===== config.mk =====
export PLATFORM = sky130hd
export DESIGN_NAME = uart_line_status
export DESIGN_NICKNAME = d
export VERILOG_FILES = /design/src/rtl/lsr_pkg.sv /design/src/rtl/lsr_datapath.sv /design/src/rtl/lsr_control.sv /design/src/rtl/uart_line_status.sv
export SDC_FILE = /design/constraint.sdc
export NUM_CORES = 1
export LEC_CHECK = 0
export ABC_AREA = 1
export BUFFER_PORTS_ARGS = -buffer_cell sky130_fd_sc_hd__buf_2
export CORE_MARGIN = 10
export CORE_UTILIZATION = 30
export DETAILED_ROUTE_END_ITERATION = 16
export GPL_TIMING_DRIVEN = 0
export SYNTH_ARGS = -nofsm -noshare
export SYNTH_HDL_FRONTEND = slang
export SYNTH_SLANG_ARGS = --single-unit

===== constraint.sdc =====
create_clock -name clk -period 3.6 [get_ports clk]
set_clock_uncertainty 0.15 [all_clocks]
set_input_delay 0.18 -clock clk [delete_from_list [all_inputs] [get_ports clk]]
set_output_delay 0.18 -clock clk [all_outputs]
set_load 0.02 [all_outputs]

===== src/rtl/lsr_pkg.sv =====
package lsr_pkg;
  localparam int DATA_W = 8;

  typedef struct packed {
    logic brk;
    logic frm;
    logic par;
  } rxTag_t;

  typedef struct packed {
    logic [DATA_W-1:0] data;
    rxTag_t            tag;
  } rxEntry_t;

  typedef struct packed {
    logic              wr;
    logic              rd;
    logic [DATA_W-1:0] wrData;
    rxTag_t            wrTag;
  } fifoCmd_t;
endpackage


===== src/rtl/lsr_datapath.sv =====
module lsr_datapath
  import lsr_pkg::*;
#(
  parameter int DEPTH = 16,
  localparam int AW = $clog2(DEPTH),
  localparam int CW = $clog2(DEPTH + 1)
) (
  input  logic              clk,
  input  logic              rstN,
  input  fifoCmd_t          cmd,
  output logic [DATA_W-1:0] headData,
  output rxTag_t            headTag,
  output logic [CW-1:0]     count,
  output logic [CW-1:0]     taggedCnt,
  output logic              full,
  output logic              empty
);
  rxEntry_t      mem [DEPTH];
  logic [AW-1:0] wrPtr, rdPtr;
  logic          tagIn, tagOut;

  assign full     = (count == CW'(DEPTH));
  assign empty    = (count == '0);
  assign headData = mem[rdPtr].data;
  assign headTag  = empty ? rxTag_t'('0) : mem[rdPtr].tag;
  assign tagIn    = cmd.wr && (|cmd.wrTag);
  assign tagOut   = cmd.rd && (|headTag);

  always_ff @(posedge clk) begin
    if (cmd.wr) mem[wrPtr] <= '{data: cmd.wrData, tag: cmd.wrTag};
  end

  always_ff @(posedge clk) begin
    if (!rstN) begin
      wrPtr     <= '0;
      rdPtr     <= '0;
      count     <= '0;
      taggedCnt <= '0;
    end else begin
      if (cmd.wr) wrPtr <= (wrPtr == AW'(DEPTH - 1)) ? '0 : wrPtr + 1'b1;
      if (cmd.rd) rdPtr <= (rdPtr == AW'(DEPTH - 1)) ? '0 : rdPtr + 1'b1;
      count     <= count + CW'(cmd.wr) - CW'(cmd.rd);
      taggedCnt <= taggedCnt + CW'(tagIn) - CW'(tagOut);
    end
  end

  AST_NO_OVERFLOW: assert property (@(posedge clk) disable iff (!rstN)
    (cmd.wr && full) |-> cmd.rd);
  AST_NO_UNDERFLOW: assert property (@(posedge clk) disable iff (!rstN)
    cmd.rd |-> !empty);
  AST_TAG_BOUND: assert property (@(posedge clk) disable iff (!rstN)
    taggedCnt <= count);
endmodule


===== src/rtl/lsr_control.sv =====
module lsr_control
  import lsr_pkg::*;
#(
  parameter int DEPTH = 16,
  localparam int CW = $clog2(DEPTH + 1),
  localparam int LW = 4
) (
  input  logic              clk,
  input  logic              rstN,
  input  logic              rxPush,
  input  logic [DATA_W-1:0] rxData,
  input  logic              rxParErr,
  input  logic              rxFrmErr,
  input  logic              rxPop,
  input  logic              rxLine,
  input  logic              bitTick,
  input  logic [1:0]        cfgDataLen,
  input  logic              cfgParityEn,
  input  logic              cfgStop2,
  input  logic              txFifoEmpty,
  input  logic              txShiftEmpty,
  input  logic              txLastMove,
  input  logic              thrWrite,
  input  logic              ierThreEn,
  input  logic              statusRead,
  input  rxTag_t            headTag,
  input  logic [CW-1:0]     taggedCnt,
  input  logic              full,
  input  logic              empty,
  output fifoCmd_t          cmd,
  output logic [7:0]        statusByte,
  output logic              thrIrq
);
  logic [LW-1:0] charBits, lowCnt;
  logic          brkArmed, brkDet, wrReq, overrun, tagIn, tagOut;
  logic          errSum, ovrFlag, brkFlag, headAck, threFlag;

  // character time in bit ticks
  assign charBits = LW'(1) + LW'(5) + LW'(cfgDataLen) + LW'(cfgParityEn)
                  + (cfgStop2 ? LW'(2) : LW'(1));
  assign brkDet   = bitTick && !rxLine && brkArmed && (lowCnt == charBits);

  assign wrReq      = brkDet || rxPush;
  assign overrun    = wrReq && full && !rxPop;
  assign cmd.rd     = rxPop && !empty;
  assign cmd.wr     = wrReq && !overrun;
  assign cmd.wrData = brkDet ? '0 : rxData;
  assign cmd.wrTag  = brkDet ? '{brk: 1'b1, frm: 1'b0, par: 1'b0}
                             : '{brk: 1'b0, frm: rxFrmErr, par: rxParErr};
  assign tagIn      = cmd.wr && (|cmd.wrTag);
  assign tagOut     = cmd.rd && (|headTag);

  always_ff @(posedge clk) begin
    if (!rstN) begin
      lowCnt   <= '0;
      brkArmed <= 1'b1;
    end else begin
      if (rxLine) lowCnt <= '0;
      else if (bitTick && lowCnt != '1) lowCnt <= lowCnt + 1'b1;
      if (rxLine) brkArmed <= 1'b1;
      else if (brkDet) brkArmed <= 1'b0;
    end
  end

  always_ff @(posedge clk) begin
    if (!rstN) begin
      errSum   <= 1'b0;
      ovrFlag  <= 1'b0;
      brkFlag  <= 1'b0;
      headAck  <= 1'b0;
      threFlag <= 1'b1;
    end else begin
      if (tagIn) errSum <= 1'b1;
      else if (statusRead && taggedCnt == CW'(tagOut)) errSum <= 1'b0;

      if (overrun) ovrFlag <= 1'b1;
      else if (statusRead) ovrFlag <= 1'b0;

      if (brkDet) brkFlag <= 1'b1;
      else if (statusRead) brkFlag <= 1'b0;

      if (cmd.rd) headAck <= 1'b0;
      else if (statusRead && !empty) headAck <= 1'b1;

      if (thrWrite) threFlag <= 1'b0;
      else if (txLastMove) threFlag <= 1'b1;
    end
  end

  assign statusByte = {errSum, txFifoEmpty && txShiftEmpty, threFlag, brkFlag,
                       headTag.frm && !headAck, headTag.par && !headAck,
                       ovrFlag, !empty};
  assign thrIrq     = threFlag && ierThreEn;

  AST_ERR_STICKY: assert property (@(posedge clk) disable iff (!rstN)
    (statusRead && taggedCnt > CW'(tagOut)) |=> statusByte[7]);
  AST_BRK_ONCE: assert property (@(posedge clk) disable iff (!rstN)
    brkDet |=> !brkDet);
  AST_OVR_SET: assert property (@(posedge clk) disable iff (!rstN)
    overrun |=> statusByte[1]);
  AST_THRE_CLR: assert property (@(posedge clk) disable iff (!rstN)
    thrWrite |=> !statusByte[5]);
endmodule


===== src/rtl/uart_line_status.sv =====
module uart_line_status
  import lsr_pkg::*;
#(
  parameter int DEPTH = 16,
  localparam int CW = $clog2(DEPTH + 1)
) (
  input  logic        clk,
  input  logic        rstN,
  input  logic        rxPush,
  input  logic [7:0]  rxData,
  input  logic        rxParErr,
  input  logic        rxFrmErr,
  input  logic        rxPop,
  output logic [7:0]  rxDataOut,
  input  logic        rxLine,
  input  logic        bitTick,
  input  logic [1:0]  cfgDataLen,
  input  logic        cfgParityEn,
  input  logic        cfgStop2,
  input  logic        txFifoEmpty,
  input  logic        txShiftEmpty,
  input  logic        txLastMove,
  input  logic        thrWrite,
  input  logic        ierThreEn,
  input  logic        statusRead,
  output logic [31:0] statusWord,
  output logic        thrIrq
);
  fifoCmd_t      cmd;
  rxTag_t        headTag;
  logic [CW-1:0] count, taggedCnt;
  logic          full, empty;
  logic [7:0]    statusByte;

  lsr_datapath #(.DEPTH(DEPTH)) uDp (
    .clk(clk), .rstN(rstN), .cmd(cmd), .headData(rxDataOut), .headTag(headTag),
    .count(count), .taggedCnt(taggedCnt), .full(full), .empty(empty)
  );

  lsr_control #(.DEPTH(DEPTH)) uCtl (
    .clk(clk), .rstN(rstN), .rxPush(rxPush), .rxData(rxData),
    .rxParErr(rxParErr), .rxFrmErr(rxFrmErr), .rxPop(rxPop), .rxLine(rxLine),
    .bitTick(bitTick), .cfgDataLen(cfgDataLen), .cfgParityEn(cfgParityEn),
    .cfgStop2(cfgStop2), .txFifoEmpty(txFifoEmpty), .txShiftEmpty(txShiftEmpty),
    .txLastMove(txLastMove), .thrWrite(thrWrite), .ierThreEn(ierThreEn),
    .statusRead(statusRead), .headTag(headTag), .taggedCnt(taggedCnt),
    .full(full), .empty(empty), .cmd(cmd), .statusByte(statusByte), .thrIrq(thrIrq)
  );

  assign statusWord = {24'h0, statusByte};

  AST_COUNT_RANGE: assert property (@(posedge clk) disable iff (!rstN)
    count <= CW'(DEPTH));
endmodule


==> results of run 1 <==
final timing paths:
kind                           end  slack, ns  cells after the start
hold reg to reg        uCtl.errSum       0.32                      2
setup / recovery     uDp.mem[1][5]       0.13                     13
setup reg to reg  uDp.taggedCnt[4]       0.32                     18
hold / removal      uDp.mem[13][8]       0.09                      3
critical path: cells and delay by family:
kind / cells / cell delay (ns)
and+or+nand+nor: 3 / 0.90
xor gates and xnor gates: 1 / 0.13
buffers and inverters: 6 / 1.34
adders and majority gates: 3 / 0.82
Yosys cell counts:
library cell	instances	area, um^2
nor3_1	3	15.0
nand4_1	1	6.26
fa_1	3	60.1
edfxtp_1	176	5290
nand2_2	2	12.5
nand3_1	40	200
o211ai_1	7	52.6
a31oi_1	2	12.5
xor2_1	5	43.8
o31ai_1	1	7.51
inv_4	1	6.26
a21oi_2	1	8.76
o21ai_0	80	400
inv_1	70	263
xnor2_1	4	35.0
o22ai_1	6	37.5
o21ai_4	1	16.3
clkbuf_2	1	5.00
o221ai_1	26	228
ha_1	21	263
o21ai_1	3	15.0
buf_4	32	240
conb_1	1	3.75
buf_2	8	40.0
nand2_1	100	375
a21oi_1	16	80.1
inv_2	1	3.75
clkbuf_1	20	75.1
or2_2	1	6.26
nor2_1	131	492
nor4_1	2	12.5
dfxtp_1	32	641
buf_6	4	45.0
nand3_2	1	10.0
a211oi_1	2	15.0
routing by layer:
layer / wire (um) / part of all wire, % / GRT usage, % / vias up
met2: 10700 / 46 / 18.9 / 268
met3: 1950 / 8.3 / 2.59 / 35
li1: - / - / - / 2966
met1: 10300 / 44 / 16.2 / 3019
met5: 0 / 0 / 0 / -
met4: 519 / 2.2 / 3.29 / 0
where the power goes:
| part | total (mW) | internal, mW | switching [mW] |
|---|---|---|---|
| Clock | 2.21 | 1.30 | 0.907 |
| Sequential | 2.81 | 2.74 | 0.0662 |
| Combinational | 1.80 | 0.600 | 1.20 |
| Total | 6.82 | 4.64 | 2.18 |
sequential cells by signal (all words and copies together) (netlist names), 4 cells and up, named ones only:
| signal | flops |
|---|---|
| uDp.taggedCnt | 5 |
| uDp.rdPtr | 4 |
| uDp.count | 5 |
| uDp.wrPtr | 4 |
| uDp.mem | 176 |
| uCtl.lowCnt | 4 |
area by class of cell:
type	instances	share of cell area [%]
inverters	72	2.58
multi-input cells	483	23.4
clock buffers	30	5.63
repair buffers	61	3.66
well taps	390	4.57
clock inverters	7	0.797
plain buffers	65	3.81
flip-flops and latches	208	55.5
placed cells by master, fill, tap and decap left out, types with 7 or more instances in the layout:
cell and instances:
buf_4 38, nor2_1 130, o211ai_1 7, edfxtp_1 176, a21oi_1 16, ha_1 21
nand2_1 100, nand3_1 40, dlygate4sd3_1 11, dfxtp_1 32, inv_1 69, buf_2 50
o221ai_1 26, clkbuf_16 22, clkbuf_1 25, conb_1 24, o21ai_0 80
kinds of logic after synthesis:
kind of cell    Yosys count  share of synthesized area (%)
simple gates            281                           12.5
fa+ha+maj                24                           3.58
flops                   208                           65.8
xor+xnor                  9                          0.875
compound gates          145                           9.69
buf+inv                 137                           7.52
other cells               1                         0.0416
what timing repair did:
item,CTS,global route
setup buffers,0,6
hold endpoints to repair,22,0
gates resized for setup,0,5
hold buffers,11,0
setup endpoints to repair,0,149
per-stage QoR:
step / hold slack [ns] / instance area (um^2)
after floorplan: 0.141 / 9100
after global placement: 0.223 / 9800
after detailed placement: 0.243 / 9810
after CTS: 0.101 / 10600
after global routing: 0.127 / 10700
final: 0.0949 / 10700
==> flow_metrics.tcl, run 1 <==
set metrics [dict create \
    syn_avg_cell_area_um2 11.2 \
    setup_tns_ns 0 \
    instances_no_fill 1316 \
    fillers 2969 \
    critPathCaptureType "flip-flop" \
    p_leak_nw 4.07 \
    arrival_ns 3.37 \
    powerDensity_nw_per_um2 639 \
    cts_root_buf "clkbuf_16" \
    dp_cells 1261 \
    critPathMaxStageDelay_ns 0.97 \
    fin_nets 962 \
    viasPerCell 4.78 \
    rows 63 \
    fmax_mhz 289 \
    yosysWarnings 0 \
    wirelength_um 23400 \
    critPathMaxFanout 25 \
    portBuffers 42 \
    synth-seq-cells 208 \
    crit_type "input port to flip-flop" \
    start_util_pct 30.4 \
    post-route-min-period_ns 3.47 \
    grt_start_max_net_pins 26 \
    drc_errors 0 \
    ys_seq_area_share_pct 65.8 \
    clk_latency_ns 0.49 \
    syn_to_final_growth_pct 18.4 \
    hpwl_um 15100 \
    hold_class "input port to flip-flop" \
    crit_path_start "cfgDataLen[0]" \
    finalMaxSlewViolations 0 \
    required_ns 3.50 \
    drtIter0Drc 583 \
    worst_pin_slew_ns 1.38 \
    core_um2 29600 \
    p_total_mw 6.82 \
    syn_inst 805 \
    cp_slowest_cell "clkbuf_1" \
    grt_antenna_before_repair 0 \
    clock-sinks 208 \
    status "completed" \
    cp-start-kind "input port" \
    register_area_um2 5930 \
    htree_levels 1 \
    min_from "rxData[5]" \
    boundaryPins 67 \
    die_w_um 193 \
    utilization_pct 36.0 \
    grt_setup_unrepaired "true" \
    die-area_um2 37400 \
    max_slew_margin_pct 7.88 \
    synth_cell_types 35 \
    dr_total_vias 6288 \
    cts_tree "yes" \
    numCtsBuffers 21 \
    finalHoldViolations 0 \
    place_ws_ns -0.514 \
    clock_path_buffers 3 \
    path_common_cell "inv_1" \
    avgRoutedWirePerCell_um 17.8 \
    gp_congestion 0.799 \
    diodes 0 \
    syn_area_um2 9010 \
    die_y_um 193 \
    firstDrtPassIters 5 \
    path_cells "buf_2, inv_1, fa_1, inv_1, ha_1, inv_1, ha_1, xnor2_1, nor2_1, nand2_1, inv_4, clkbuf_1, nor2_1" \
    overflow 0 \
    ant_nets 0 \
    irDropWorstVdd_v 0.000447 \
    post-route-period-util_pct 96.3 \
    maxCapViolCount 0 \
    grt_first_pass_wirelength_um 36000 \
    drive_above_1_share_pct 14.6 \
    clk_pin_slew_ns 0.07 \
    setup_violations 0 \
    grt_pass1_vias 6264 \
    setup_ws_ns 0.134 \
    multi_input_area_um2 2500 \
    grt_use_total_pct 12.0 \
]
No activity file was read; power rests on OpenSTA's default activity.
==> run 2, diff against run 1 <==
--- a/config.mk
+++ b/config.mk
@@ -11,6 +11,7 @@
 export CORE_UTILIZATION = 30
 export DETAILED_ROUTE_END_ITERATION = 16
 export GPL_TIMING_DRIVEN = 0
+export SETUP_SLACK_MARGIN = 0.4
 export SYNTH_ARGS = -nofsm -noshare
 export SYNTH_HDL_FRONTEND = slang
 export SYNTH_SLANG_ARGS = --single-unit
==> run 2 against run 1 <==
  * Power increased by 5.3%
  * Hold slack worse by 0.017 ns
  * Worst setup slack improved by 0.39 ns
  * Clock power up 12%
==> flow_metrics.tcl, run 2 (same netlist as run 1, synthesis figures left out) <==
set metrics [dict create \
    status "completed" \
    clk_latency_ns 0.50 \
    syn_to_final_growth_pct 20.8 \
    crit_type "flip-flop to output pin" \
    multi_input_area_um2 2580 \
    drtIter0Drc 461 \
    drc_errors 0 \
    die_w_um 193 \
    viasPerCell 4.78 \
    critPathCaptureType "output pin" \
    fillers 2891 \
    powerDensity_nw_per_um2 659 \
    irDropWorstVdd_v 0.000498 \
    setup_tns_ns 0 \
    grt_antenna_before_repair 0 \
    maxCapViolCount 0 \
    dpl_cell_area_um2 9860 \
    grt_first_pass_wirelength_um 36700 \
    max_slew_margin_pct 8.08 \
    overflow 0 \
    path_cells "buf_6, inv_4, buf_8, buf_4, buf_1, o21ai_0, o22ai_1, o211ai_1, nand2_1, buf_2" \
    reg_top3 "uDp.mem: 176 flops, uDp.count: 5 flops, uDp.taggedCnt: 5 flops" \
    top_register "uDp.mem" \
    whs_ns 0.0781 \
    largest_reg_flops 176 \
    firstDrtPassIters 5 \
    fmax_mhz 325 \
    post-route-period-util_pct 85.4 \
    cts_tree "yes" \
    worst_pin_slew_ns 1.37 \
    grt_use_total_pct 12.3 \
    setup_violations 0 \
    p_leak_nw 4.15 \
    cp-start-kind "flip-flop" \
    register_area_um2 5930 \
    hpwl_um 15200 \
    grt_start_max_net_pins 26 \
    diodes 0 \
    clock_path_buffers 3 \
    clock-sinks 208 \
    fin_area_um2 10900 \
    clk_pin_slew_ns 0.06 \
    boundaryPins 67 \
    utilization_pct 36.7 \
    cp_slowest_cell "buf_1" \
    die_y_um 193 \
    rr_worst_depth 16 \
    final_common_cell "edfxtp_1" \
    portBuffers 42 \
    drive_above_1_share_pct 18.9 \
    final_cell_mix "176 x edfxtp_1, 119 x nor2_1, 94 x nand2_1" \
    critPathMaxFanout 10 \
    min_path_cells 3 \
    critPathMaxStageDelay_ns 0.46 \
    avgRoutedWirePerCell_um 18.3 \
    p_total_mw 7.18 \
    rows 63 \
    arrival_ns 2.75 \
    post-route-min-period_ns 3.08 \
    htree_levels 1 \
    ant_nets 0 \
    required_ns 3.27 \
    grt_pass1_vias 6189 \
    fin_nets 964 \
    numCtsBuffers 22 \
    dr_total_vias 6307 \
    cts_root_buf "clkbuf_16" \
    wirelength_um 24200 \
    grt_setup_unrepaired "false" \
    gp_congestion 0.805 \
    finalMaxSlewViolations 0 \
    die-area_um2 37400 \
    finalHoldViolations 0 \
    hold_class "input port to flip-flop" \
    core_um2 29600 \
    start_util_pct 30.4 \
]
-- run 2: cell count changes in the layout (fill, tap and decap cells not counted), moves of 3 or more --
cell,before,now
bufinv_16,2,5
clkinv_2,1,6
nor2_1,130,119
nor2_2,1,12
clkbuf_1,25,17
fa_2,0,3
nand2_1,100,94
nand2_2,2,8
fa_1,3,0
clkbuf_4,0,3
-- run 2: worst paths after layout --
path | endpoint | startpoint | slack, ns
worst max-delay path | rxDataOut[7] | flip-flop | 0.52
worst min-delay path | uDp.mem[3][3] | rxData[0] | 0.08
worst max register to register | uDp.taggedCnt[4] | flip-flop | 0.60
worst min register to register | uCtl.brkArmed | uCtl.brkArmed | 0.31
-- run 2: area by class of cell --
class / count / area share, %
Sequential cell: 208 / 54.4
Timing Repair Buffer: 62 / 3.62
Inverter: 72 / 2.55
Clock inverter: 15 / 1.91
Buffer: 65 / 3.90
Multi-Input combinational cell: 483 / 23.7
Clock buffer: 25 / 5.45
Tap cell: 390 / 4.48
-- run 2: timing repair --
| action | in CTS | in global routing |
|---|---|---|
| resized for setup | 5 | 28 |
| hold buffers | 10 | 0 |
| gates cloned | 0 | 1 |
| endpoints found under the hold margin | 20 | 0 |
| pin swaps | 1 | 6 |
| endpoints found under the setup margin | 181 | 131 |
| setup buffers | 0 | 6 |
-- run 2: per-layer routing --
| metal | vias to the layer above | global-route usage, % | routed length (um) |
|---|---|---|---|
| met2 | 258 | 20.1 | 11300 |
| met3 | 38 | 2.37 | 1830 |
| met4 | 0 | 3.52 | 460 |
| met1 | 3040 | 16.1 | 10600 |
| met5 | - | 0 | 0 |
| li1 | 2971 | - | - |
-- run 2: power breakdown --
group / leakage [nW] / internal [mW] / switching [mW] / total [mW]
Sequential: 1.87 / 2.74 / 0.0696 / 2.81
Clock: 0.392 / 1.54 / 0.940 / 2.48
Combinational: 1.89 / 0.639 / 1.25 / 1.89
Total: 4.15 / 4.92 / 2.26 / 7.18
-- run 2: critical path: cells and delay by family (launching register included) --
kind            cells  cell delay (ns)
simple gates        1             0.14
flops               1             0.33
buf+inv             6             1.18
compound gates      3             0.59
-- run 2: metrics by stage --
stage	setup WS, ns	cells
6_report	0.524	1320
5_1_grt	0.387	1320
4_1_cts	0.416	1313
3_5_place_dp	-0.413	1263
3_3_place_gp	-0.294	1260
2_1_floorplan	0.298	828
